`config.mk`:
```
export PLATFORM = sky130hd
export DESIGN_NAME = tdma_sequencer
export DESIGN_NICKNAME = d
export VERILOG_FILES = /design/src/rtl/tdma_pkg.sv /design/src/rtl/tdma_cfg_check.sv /design/src/rtl/tdma_slot_timer.sv /design/src/rtl/tdma_position.sv /design/src/rtl/tdma_owner_lookup.sv /design/src/rtl/tdma_sequencer.sv
export SDC_FILE = /design/constraint.sdc
export NUM_CORES = 1
export LEC_CHECK = 0
export ABC_AREA = 1
export BUFFER_PORTS_ARGS = -buffer_cell sky130_fd_sc_hd__buf_2
export CAP_MARGIN = 20
export CORE_MARGIN = 3
export CORE_UTILIZATION = 45
export CTS_BUF_LIST = sky130_fd_sc_hd__clkbuf_16
export DETAILED_ROUTE_END_ITERATION = 10
export PLACE_DENSITY = 0.64
export SLEW_MARGIN = 15
export SYNTH_ARGS = -nofsm -noshare
export SYNTH_HDL_FRONTEND = slang
export SYNTH_SLANG_ARGS = --single-unit
```
`constraint.sdc`:
```
create_clock -name clk -period 5.4 [get_ports clk]
set_clock_uncertainty 0.2 [all_clocks]
set_input_delay 1.08 -clock clk [delete_from_list [all_inputs] [get_ports clk]]
set_output_delay 1.08 -clock clk [all_outputs]
set_load 0.005 [all_outputs]
```
`src/rtl/tdma_pkg.sv`:
```
package tdma_pkg;

  localparam int unsigned MIN_NODES = 4;

  function automatic logic cfg_legal(int unsigned slots, int unsigned rounds,
                                     int unsigned len, int unsigned max_slots,
                                     int unsigned max_rounds);
    return (slots >= MIN_NODES) && (slots <= max_slots) &&
           (rounds >= 1) && (rounds <= max_rounds) && (len >= 1);
  endfunction

  function automatic int unsigned wrap_inc(int unsigned v, int unsigned limit);
    return (v + 1 >= limit) ? 0 : v + 1;
  endfunction

  function automatic logic [1023:0] ident_map(int unsigned n, int unsigned w);
    logic [1023:0] m;
    m = '0;
    for (int unsigned i = 0; i < n; i++)
      for (int unsigned b = 0; b < w; b++)
        m[i*w + b] = i[b];
    return m;
  endfunction

endpackage

```
`src/rtl/tdma_cfg_check.sv`:
```
module tdma_cfg_check #(
  parameter int LEN_W       = 16,
  parameter int SLOT_CNT_W  = 4,
  parameter int ROUND_CNT_W = 4,
  parameter int MAX_SLOTS   = 8,
  parameter int MAX_ROUNDS  = 8
) (
  input  logic [LEN_W-1:0]       cfg_slot_len,
  input  logic [SLOT_CNT_W-1:0]  cfg_slots,
  input  logic [ROUND_CNT_W-1:0] cfg_rounds,
  output logic                   cfg_ok
);
  always_comb
    cfg_ok = tdma_pkg::cfg_legal(32'(cfg_slots), 32'(cfg_rounds), 32'(cfg_slot_len),
                                 MAX_SLOTS, MAX_ROUNDS);
endmodule

```
`src/rtl/tdma_slot_timer.sv`:
```
module tdma_slot_timer #(
  parameter int LEN_W = 16
) (
  input  logic             clk,
  input  logic             rst,
  input  logic             active,
  input  logic [LEN_W-1:0] cfg_slot_len,
  output logic             running,
  output logic             slot_first,
  output logic             slot_end
);
  logic [LEN_W-1:0] tick_q;

  always_ff @(posedge clk) begin
    if (rst || !active) begin
      running <= 1'b0;
      tick_q  <= '0;
    end else if (!running) begin
      running <= 1'b1;
      tick_q  <= '0;
    end else if (slot_end) begin
      tick_q  <= '0;
    end else begin
      tick_q  <= tick_q + 1'b1;
    end
  end

  always_comb begin
    slot_first = running && (tick_q == '0);
    slot_end   = running && (({1'b0, tick_q} + 1'b1) >= {1'b0, cfg_slot_len});
  end
endmodule

```
`src/rtl/tdma_position.sv`:
```
module tdma_position #(
  parameter int SLOT_IDX_W  = 3,
  parameter int ROUND_IDX_W = 3,
  parameter int SLOT_CNT_W  = 4,
  parameter int ROUND_CNT_W = 4
) (
  input  logic                   clk,
  input  logic                   rst,
  input  logic                   active,
  input  logic                   running,
  input  logic                   slot_end,
  input  logic [SLOT_CNT_W-1:0]  cfg_slots,
  input  logic [ROUND_CNT_W-1:0] cfg_rounds,
  output logic [SLOT_IDX_W-1:0]  slot_q,
  output logic [ROUND_IDX_W-1:0] round_q,
  output logic                   slot_wrap,
  output logic                   round_wrap
);
  logic [SLOT_IDX_W-1:0]  slot_nx;
  logic [ROUND_IDX_W-1:0] round_nx;

  always_comb begin
    slot_nx    = SLOT_IDX_W'(tdma_pkg::wrap_inc(32'(slot_q), 32'(cfg_slots)));
    round_nx   = ROUND_IDX_W'(tdma_pkg::wrap_inc(32'(round_q), 32'(cfg_rounds)));
    slot_wrap  = (32'(slot_q) + 1) >= 32'(cfg_slots);
    round_wrap = (32'(round_q) + 1) >= 32'(cfg_rounds);
  end

  always_ff @(posedge clk) begin
    if (rst || !active) begin
      slot_q  <= '0;
      round_q <= '0;
    end else if (running && slot_end) begin
      slot_q <= slot_nx;
      if (slot_wrap) round_q <= round_nx;
    end
  end
endmodule

```
`src/rtl/tdma_owner_lookup.sv`:
```
module tdma_owner_lookup #(
  parameter int MAX_SLOTS  = 8,
  parameter int NODE_W     = 4,
  parameter int SLOT_IDX_W = 3,
  parameter logic [MAX_SLOTS*NODE_W-1:0] OWNER_MAP = '0
) (
  input  logic [SLOT_IDX_W-1:0] slot_idx,
  input  logic [NODE_W-1:0]     local_id,
  output logic                  is_mine
);
  logic [MAX_SLOTS-1:0] match;

  for (genvar g = 0; g < MAX_SLOTS; g++) begin : g_slot
    assign match[g] = (OWNER_MAP[g*NODE_W +: NODE_W] == local_id) &&
                      (32'(slot_idx) == g);
  end

  assign is_mine = |match;
endmodule

```
`src/rtl/tdma_sequencer.sv`:
```
module tdma_sequencer #(
  parameter int NODE_W     = 4,
  parameter int LEN_W      = 16,
  parameter int MAX_SLOTS  = 8,
  parameter int MAX_ROUNDS = 8,
  parameter logic [MAX_SLOTS*NODE_W-1:0] OWNER_MAP =
    (MAX_SLOTS*NODE_W)'(tdma_pkg::ident_map(MAX_SLOTS, NODE_W)),
  localparam int SLOT_IDX_W  = (MAX_SLOTS  > 1) ? $clog2(MAX_SLOTS)  : 1,
  localparam int ROUND_IDX_W = (MAX_ROUNDS > 1) ? $clog2(MAX_ROUNDS) : 1,
  localparam int SLOT_CNT_W  = $clog2(MAX_SLOTS + 1),
  localparam int ROUND_CNT_W = $clog2(MAX_ROUNDS + 1)
) (
  input  logic                   clk,
  input  logic                   rst,
  input  logic                   run_en,
  input  logic [NODE_W-1:0]      local_id,
  input  logic [LEN_W-1:0]       cfg_slot_len,
  input  logic [SLOT_CNT_W-1:0]  cfg_slots,
  input  logic [ROUND_CNT_W-1:0] cfg_rounds,
  output logic [SLOT_IDX_W-1:0]  slot_idx,
  output logic [ROUND_IDX_W-1:0] round_idx,
  output logic                   tx_en,
  output logic                   slot_start,
  output logic                   round_start,
  output logic                   cycle_start,
  output logic                   cfg_err
);
  logic cfg_ok, active, seq_running, slot_first, slot_end;
  logic slot_wrap, round_wrap, is_mine;

  tdma_cfg_check #(
    .LEN_W(LEN_W), .SLOT_CNT_W(SLOT_CNT_W), .ROUND_CNT_W(ROUND_CNT_W),
    .MAX_SLOTS(MAX_SLOTS), .MAX_ROUNDS(MAX_ROUNDS)
  ) cfg_i (
    .cfg_slot_len(cfg_slot_len), .cfg_slots(cfg_slots),
    .cfg_rounds(cfg_rounds), .cfg_ok(cfg_ok)
  );

  assign active  = run_en && cfg_ok;
  assign cfg_err = !cfg_ok;

  tdma_slot_timer #(.LEN_W(LEN_W)) timer_i (
    .clk(clk), .rst(rst), .active(active), .cfg_slot_len(cfg_slot_len),
    .running(seq_running), .slot_first(slot_first), .slot_end(slot_end)
  );

  tdma_position #(
    .SLOT_IDX_W(SLOT_IDX_W), .ROUND_IDX_W(ROUND_IDX_W),
    .SLOT_CNT_W(SLOT_CNT_W), .ROUND_CNT_W(ROUND_CNT_W)
  ) pos_i (
    .clk(clk), .rst(rst), .active(active), .running(seq_running),
    .slot_end(slot_end), .cfg_slots(cfg_slots), .cfg_rounds(cfg_rounds),
    .slot_q(slot_idx), .round_q(round_idx),
    .slot_wrap(slot_wrap), .round_wrap(round_wrap)
  );

  tdma_owner_lookup #(
    .MAX_SLOTS(MAX_SLOTS), .NODE_W(NODE_W), .SLOT_IDX_W(SLOT_IDX_W),
    .OWNER_MAP(OWNER_MAP)
  ) own_i (
    .slot_idx(slot_idx), .local_id(local_id), .is_mine(is_mine)
  );

  always_comb begin
    tx_en       = seq_running && is_mine;
    slot_start  = slot_first;
    round_start = slot_first && (slot_idx == '0);
    cycle_start = round_start && (round_idx == '0);
  end
endmodule

```
After elaboration in Yosys (flattened, before gate mapping)

Cells that the tools add are included.
Widths: inputs -> output; s select.

Eq/ne operators: 14
Add/sub/neg operators: 4
Reductions and logical operators: 29
Mux-type cells: 3
Bitwise logic cells: 1
$lt $le $gt $ge: 8

Operators with widths:

| cell                  | count |
|---|---|
| $logic_and 1x1->1     | 19 |
| $add 16x1->17 const B | 1 |
| $ge 17x16->1          | 1 |
| $add 16x1->16 const B | 1 |
| $eq 3x4->1 const A    | 4 |
| $ge 16x1->1 const B   | 1 |
| $logic_not 16->1      | 1 |
| $eq 3x3->1 const B    | 4 |
| $add 3x1->4 const B   | 2 |
| $eq 2x4->1 const A    | 2 |
| $ge 4x4->1            | 2 |
| $le 4x4->1 const B    | 2 |
| $reduce_or 8->1       | 1 |
| $eq 3x2->1 const B    | 2 |
| $logic_not 3->1       | 2 |
| $mux 3                | 2 |
| $eq 1x4->1 const A    | 1 |
| $ge 4x1->1 const B    | 1 |
| $ge 4x3->1 const B    | 1 |
| $logic_not 4->1       | 1 |
| $eq 3x1->1 const B    | 1 |
| $reduce_or 3->1       | 1 |
| $logic_not 1->1       | 2 |
| $reduce_and 2->1      | 1 |
| other kinds (3)       | 3 |

Register bits: 23
Logic and storage cells: 63
Output and inout port bits: 11

Logic depth before layout (Yosys ltp)

Word-level depth: 9
Depth in mapped cells: 20
Depth with buffers taken out: 20

Hierarchy

Synthesis repeated with hierarchy kept, for this count alone.

Cell total of the unflattened synthesis: 363
Area total of the unflattened synthesis: 2,262.2 um2

Modules (own cells, without submodules):

| module            | sequential area each (um2) | cells an instance | area an instance (um2) | times used |
|---|---|---|---|---|
| tdma_slot_timer   | 340.3                      | 210               | 1,407.6                | 1 |
| tdma_position     | 120.1                      | 82                | 570.5                  | 1 |
| tdma_cfg_check    | 0.0                        | 41                | 160.2                  | 1 |
| tdma_owner_lookup | 0.0                        | 16                | 66.3                   | 1 |
| tdma_sequencer    | 0.0                        | 14                | 57.6                   | 1 |

Worst setup path after synthesis

Ideal clock, no wire load.

Path type: input to output
From: input port local_id[1]
To: output port tx_en
Data required time: 4.120 ns
Arrival time: 1.635 ns
Cell stages on the path: 4
Path slack: 2.485 ns
Cell sequence: o22ai_1 > o21ai_0 > a21oi_1 > o221a_2

Cells in the longest elaborated chain, start to end: 4
Elaborated cells on any way between the ends: 18
Classes of those cells: eq/ne (7); reduce/logical (11)

RTL lines:

| element                            | RTL line                | text |
|---|---|---|
| from (decl)                        | tdma_sequencer.sv:16    | `input logic [NODE_W-1:0] local_id,` |
| $eq 1x4->1 (tied with other cells) | tdma_owner_lookup.sv:14 | `assign match[g] = (OWNER_MAP[g*NODE_W +: NODE_W] == local_id) &&` |
| $logic_and 1x1->1                  | tdma_owner_lookup.sv:14 |  |
| $reduce_or 8->1 *                  | tdma_owner_lookup.sv:18 | `assign is_mine = \|match;` |
| $logic_and 1x1->1 *                | tdma_sequencer.sv:65    | `tx_en = seq_running && is_mine;` |
| to (decl)                          | tdma_sequencer.sv:22    | `output logic tx_en,` |

Mark *: on every way between the ends. The rest lies on a longest branch, timed or not.

Final worst setup path

From: register timer_i.tick_q[2]
To: register timer_i.tick_q[10]

Cells in the longest elaborated chain, start to end: 4
Elaborated cells on any way between the ends: 5
Classes of those cells: add/sub (2); order compare (1); reduce/logical (2)

RTL lines:

| element                          | RTL line              | text |
|---|---|---|
| from (decl)                      | tdma_slot_timer.sv:12 | `logic [LEN_W-1:0] tick_q;` |
| from (signal assigned)           | tdma_slot_timer.sv:24 | `tick_q <= tick_q + 1'b1;` |
| $add 16x1->17                    | tdma_slot_timer.sv:30 | `slot_end = running && (({1'b0, tick_q} + 1'b1) >= {1'b0, cfg_slot_len});` |
| $ge 17x16->1                     | tdma_slot_timer.sv:30 |  |
| $logic_and 1x1->1                | tdma_slot_timer.sv:30 |  |
| $reduce_or 3->1 (no source line) | -                     |  |

Several ways; a longest one is shown, not always the timed one.
A chain may end at the register's enable or synchronous reset.

==> results.py <==
metrics = {
    "pwr": {
        "power.internal_w": 0.000288,
        "peakVddDrop_v": 0.0000944,
        "p_sw_w": 0.0000826,
        "p_comb_frac": 0.110,
        "power_density_nw_per_um2": 147,
        "leakagePower_nw": 1.44,
        "pwr-share-clk": 0.430,
        "p_seq_frac": 0.460,
        "switching_share": 0.223,
    },
    "die": {
        "io_pins": 42,
        "dieHeight_microns": 75.7,
        "placementRows": 24,
        "dieArea_sq_um": 5720,
        "core_area_sq_um": 4500,
        "die-width_microns": 75.7,
        "initial_core_util": 0.485,
    },
    "global_route": {
        "antenna_found_initial": 0,
        "grt_pass1_vias": 1803,
        "grt_max_degree": 17,
        "track_usage": 0.173,
        "grt_first_pass_wirelength_microns": 7680,
        "grt.overflow.total": 0,
    },
    "yosys": {
        "ys_ff_latch": 23,
        "synth_commonest_cells": "inv_1 (87), nand2_1 (50), nor2_1 (43)",
        "yosysUniqueCellTypes": 29,
        "yosysTopAreaCell": "dfxtp_1",
        "synth-warning-count": 0,
        "synthesis.nets": 394,
        "async_flop_share": 0,
        "synth_area_sq_um": 2180,
        "synth-edff-count": 0,
        "synth_top_area_share": 0.211,
        "synthTopCellsByArea": "dfxtp_1 (21%), ha_1 (19%), inv_1 (15%)",
        "postSynthCellCount": 329,
        "synth_area_per_cell_sq_um": 6.64,
        "synth_ff_type": "dfxtp_1",
        "post-synth-top-count-cell": "inv_1",
        "seq_area_frac_synth": 0.211,
    },
    "setup_path": {
        "path_max_fanout": 16,
        "crit_chain": "nand4_1 > nor2_1 > nand2_1 > nor2_1 > nand3_1 > xor2_1 > inv_1 > ha_1 > nand2_1 > inv_1 > nand2_1 > nor2_1 > nand2_1 > nand3_1 > nor2_1 > nand2_2 > nand2_4 > nand3_4 > a21oi_1",
        "crit_slowest_cell": "dfxtp_1",
        "r2r-start": "timer_i.tick_q[2]$_SDFF_PP0_",
        "r2r_cells": 19,
        "path_class": "reg -> reg",
        "cp-start-kind": "flip-flop",
        "rrSetupSlack_ns": 2.15,
        "slowest_delay_ns": 0.46,
        "cp_data_required_time_ns": 5.38,
        "r2r_end": "timer_i.tick_q[10]$_SDFF_PP0_",
        "cp.arrival_ns": 3.23,
        "worstSetupEndpointType": "flip-flop",
    },
    "routing": {
        "wl_per_cell_microns": 10.6,
        "drt_iter0_drc": 92,
        "ant_nets": 0,
        "vias_per_cell": 4.65,
        "drc": 0,
        "via_count": 1978,
        "firstDrtPassIters": 4,
        "finalWirelength_microns": 4490,
    },
    "sta": {
        "setup_slack_ns": 2.15,
        "tns_ns": 0,
        "maxSlewViolCount": 0,
        "slew_headroom": 0.739,
        "hold_violations": 0,
        "tightestPinTransition_ns": 0.391,
        "setup_violations": 0,
        "fin_crit_ns": 3.25,
        "rsz0062_at_grt": "false",
        "fin_crit_sh": 0.601,
        "max_freq_mhz": 308,
    },
    "layout": {
        "fin_nets": 439,
        "fillCellCount": 456,
        "post-route-util": 0.558,
        "n_antenna_cell": 0,
        "multi_input_area_sq_um": 1370,
        "area_growth_pct": 15.1,
        "drive_above_1_share": 0.174,
        "fin_area_sq_um": 2510,
        "ff_latch_area_sq_um": 460,
    },
    "cts": {
        "cts.repair.resized": 0,
        "cts.sinks": 23,
        "holdBufCountCts": 0,
        "cts_buffer_depth": 2,
        "postCtsSetupBuffers": 0,
        "path_clk_slew_ns": 0.06,
        "cts_root_buf": "clkbuf_16",
        "htreeDepth": 1,
        "cts_made_buffers": 3,
        "clk_latency_ns": 0.26,
        "cts_tree": "yes",
    },
    "status": {
        "status": "completed",
    },
    "worst_hold_path": {
        "hp-start": "timer_i.tick_q[0]$_SDFF_PP0_",
        "hold_end": "timer_i.tick_q[0]$_SDFF_PP0_",
        "holdPathStages": 1,
        "hold_path_class": "reg -> reg",
    },
    "placed_design": {
        "place_ws_ns": 2.16,
        "port_buffers": 41,
        "placed_cell_area_sq_um": 2430,
        "finalWeightedCongestion": 0.807,
        "post-dp-hpwl_microns": 3940,
    },
    "flow_run": {
        "cap_violations": 0,
    },
}
[worst max-delay path: cells and delay by family, from the launching register on]
family / cells / cell delay [ns]
and+or+nand+nor: 14 / 1.67
DFF: 1 / 0.46
buffers and inverters: 2 / 0.11
xor gates and xnor gates: 1 / 0.23
AOI/OAI and AO/OA: 1 / 0.19
adders and majority gates: 1 / 0.30
[kinds of logic (layout without fill, tap and decap cells)]
family / after synthesis / after routing / share of synthesized area
compound gates: 27 / 27 / 0.0762
xor+xnor: 10 / 10 / 0.0401
fa+ha+maj: 34 / 34 / 0.195
buf+inv: 89 / 133 / 0.160
flops: 23 / 23 / 0.211
simple gates: 146 / 146 / 0.317
[flip-flops by register name (all words and copies together) (netlist names)]
name / flops
timer_i.running: 1
timer_i.tick_q: 16
pos_i.round_q: 3
pos_i.slot_q: 3
[metal layers]
layer,GRT usage,up-vias,wire length [microns],share of wire
met5,0,-,0,0
met1,0.250,837,2280,0.51
met2,0.264,25,1990,0.44
met4,0.0466,0,59,0.013
li1,-,1109,-,-
met3,0.0330,7,155,0.035
[cells in the final DEF, fill, tap and decap left out, types with 2 or more instances in the layout]
| master | netlist | final |
|---|---|---|
| a21oi_1 | 8 | 8 |
| buf_2 | 0 | 41 |
| clkbuf_16 | 0 | 3 |
| dfxtp_1 | 23 | 23 |
| ha_1 | 34 | 34 |
| inv_1 | 87 | 87 |
| nand2_1 | 50 | 50 |
| nand2_2 | 3 | 3 |
| nand3_1 | 16 | 16 |
| nand3_4 | 2 | 2 |
| nand4_1 | 9 | 9 |
| nor2_1 | 43 | 43 |
| nor2_2 | 9 | 9 |
| nor2_4 | 2 | 2 |
| nor3_1 | 4 | 4 |
| nor4_1 | 5 | 5 |
| o21ai_0 | 8 | 8 |
| o21bai_1 | 2 | 2 |
| o31ai_1 | 3 | 3 |
| xor2_1 | 10 | 10 |
[through the flow]
step / instances / hold slack, ns / total power (W)
floorplan: 329 / 0.244 / 0.000197
global placement: 421 / 0.263 / 0.000215
detailed placement: 421 / 0.276 / 0.000215
CTS: 425 / 0.291 / 0.000377
global route: 425 / 0.348 / 0.000389
finish: 425 / 0.295 / 0.000371
[layout make-up]
cell class | instances | area share
multi-input cells | 217 | 0.546
flip-flops and latches | 23 | 0.183
inverters | 88 | 0.131
repair buffers | 41 | 0.0816
clock buffers | 3 | 0.0299
well taps | 52 | 0.0259
clock inverters | 1 | 0.00199
[worst max path at each step]
| stage | start | end | depth (start not counted) |
|---|---|---|---|
| after floorplan | local_id[1] | tx_en | 4 |
| after global placement | timer_i.tick_q[2]$_SDFF_PP0_ | timer_i.tick_q[9]$_SDFF_PP0_ | 16 |
| after detailed placement | timer_i.tick_q[2]$_SDFF_PP0_ | timer_i.tick_q[10]$_SDFF_PP0_ | 19 |
| after CTS | timer_i.tick_q[2]$_SDFF_PP0_ | timer_i.tick_q[10]$_SDFF_PP0_ | 19 |
| after global routing | timer_i.tick_q[0]$_SDFF_PP0_ | timer_i.tick_q[10]$_SDFF_PP0_ | 17 |
| final | timer_i.tick_q[2]$_SDFF_PP0_ | timer_i.tick_q[10]$_SDFF_PP0_ | 19 |
[power groups by stage]
stage	Combinational (W)	Clock [W]	Sequential (W)
after detailed placement	0.0000408	0	0.000174
after floorplan	0.0000224	0	0.000174
final	0.0000407	0.000159	0.000171
after global placement	0.0000404	0	0.000174
after global routing	0.0000472	0.000172	0.000171
after CTS	0.0000410	0.000165	0.000171
(Power assumes the default switching activity.)
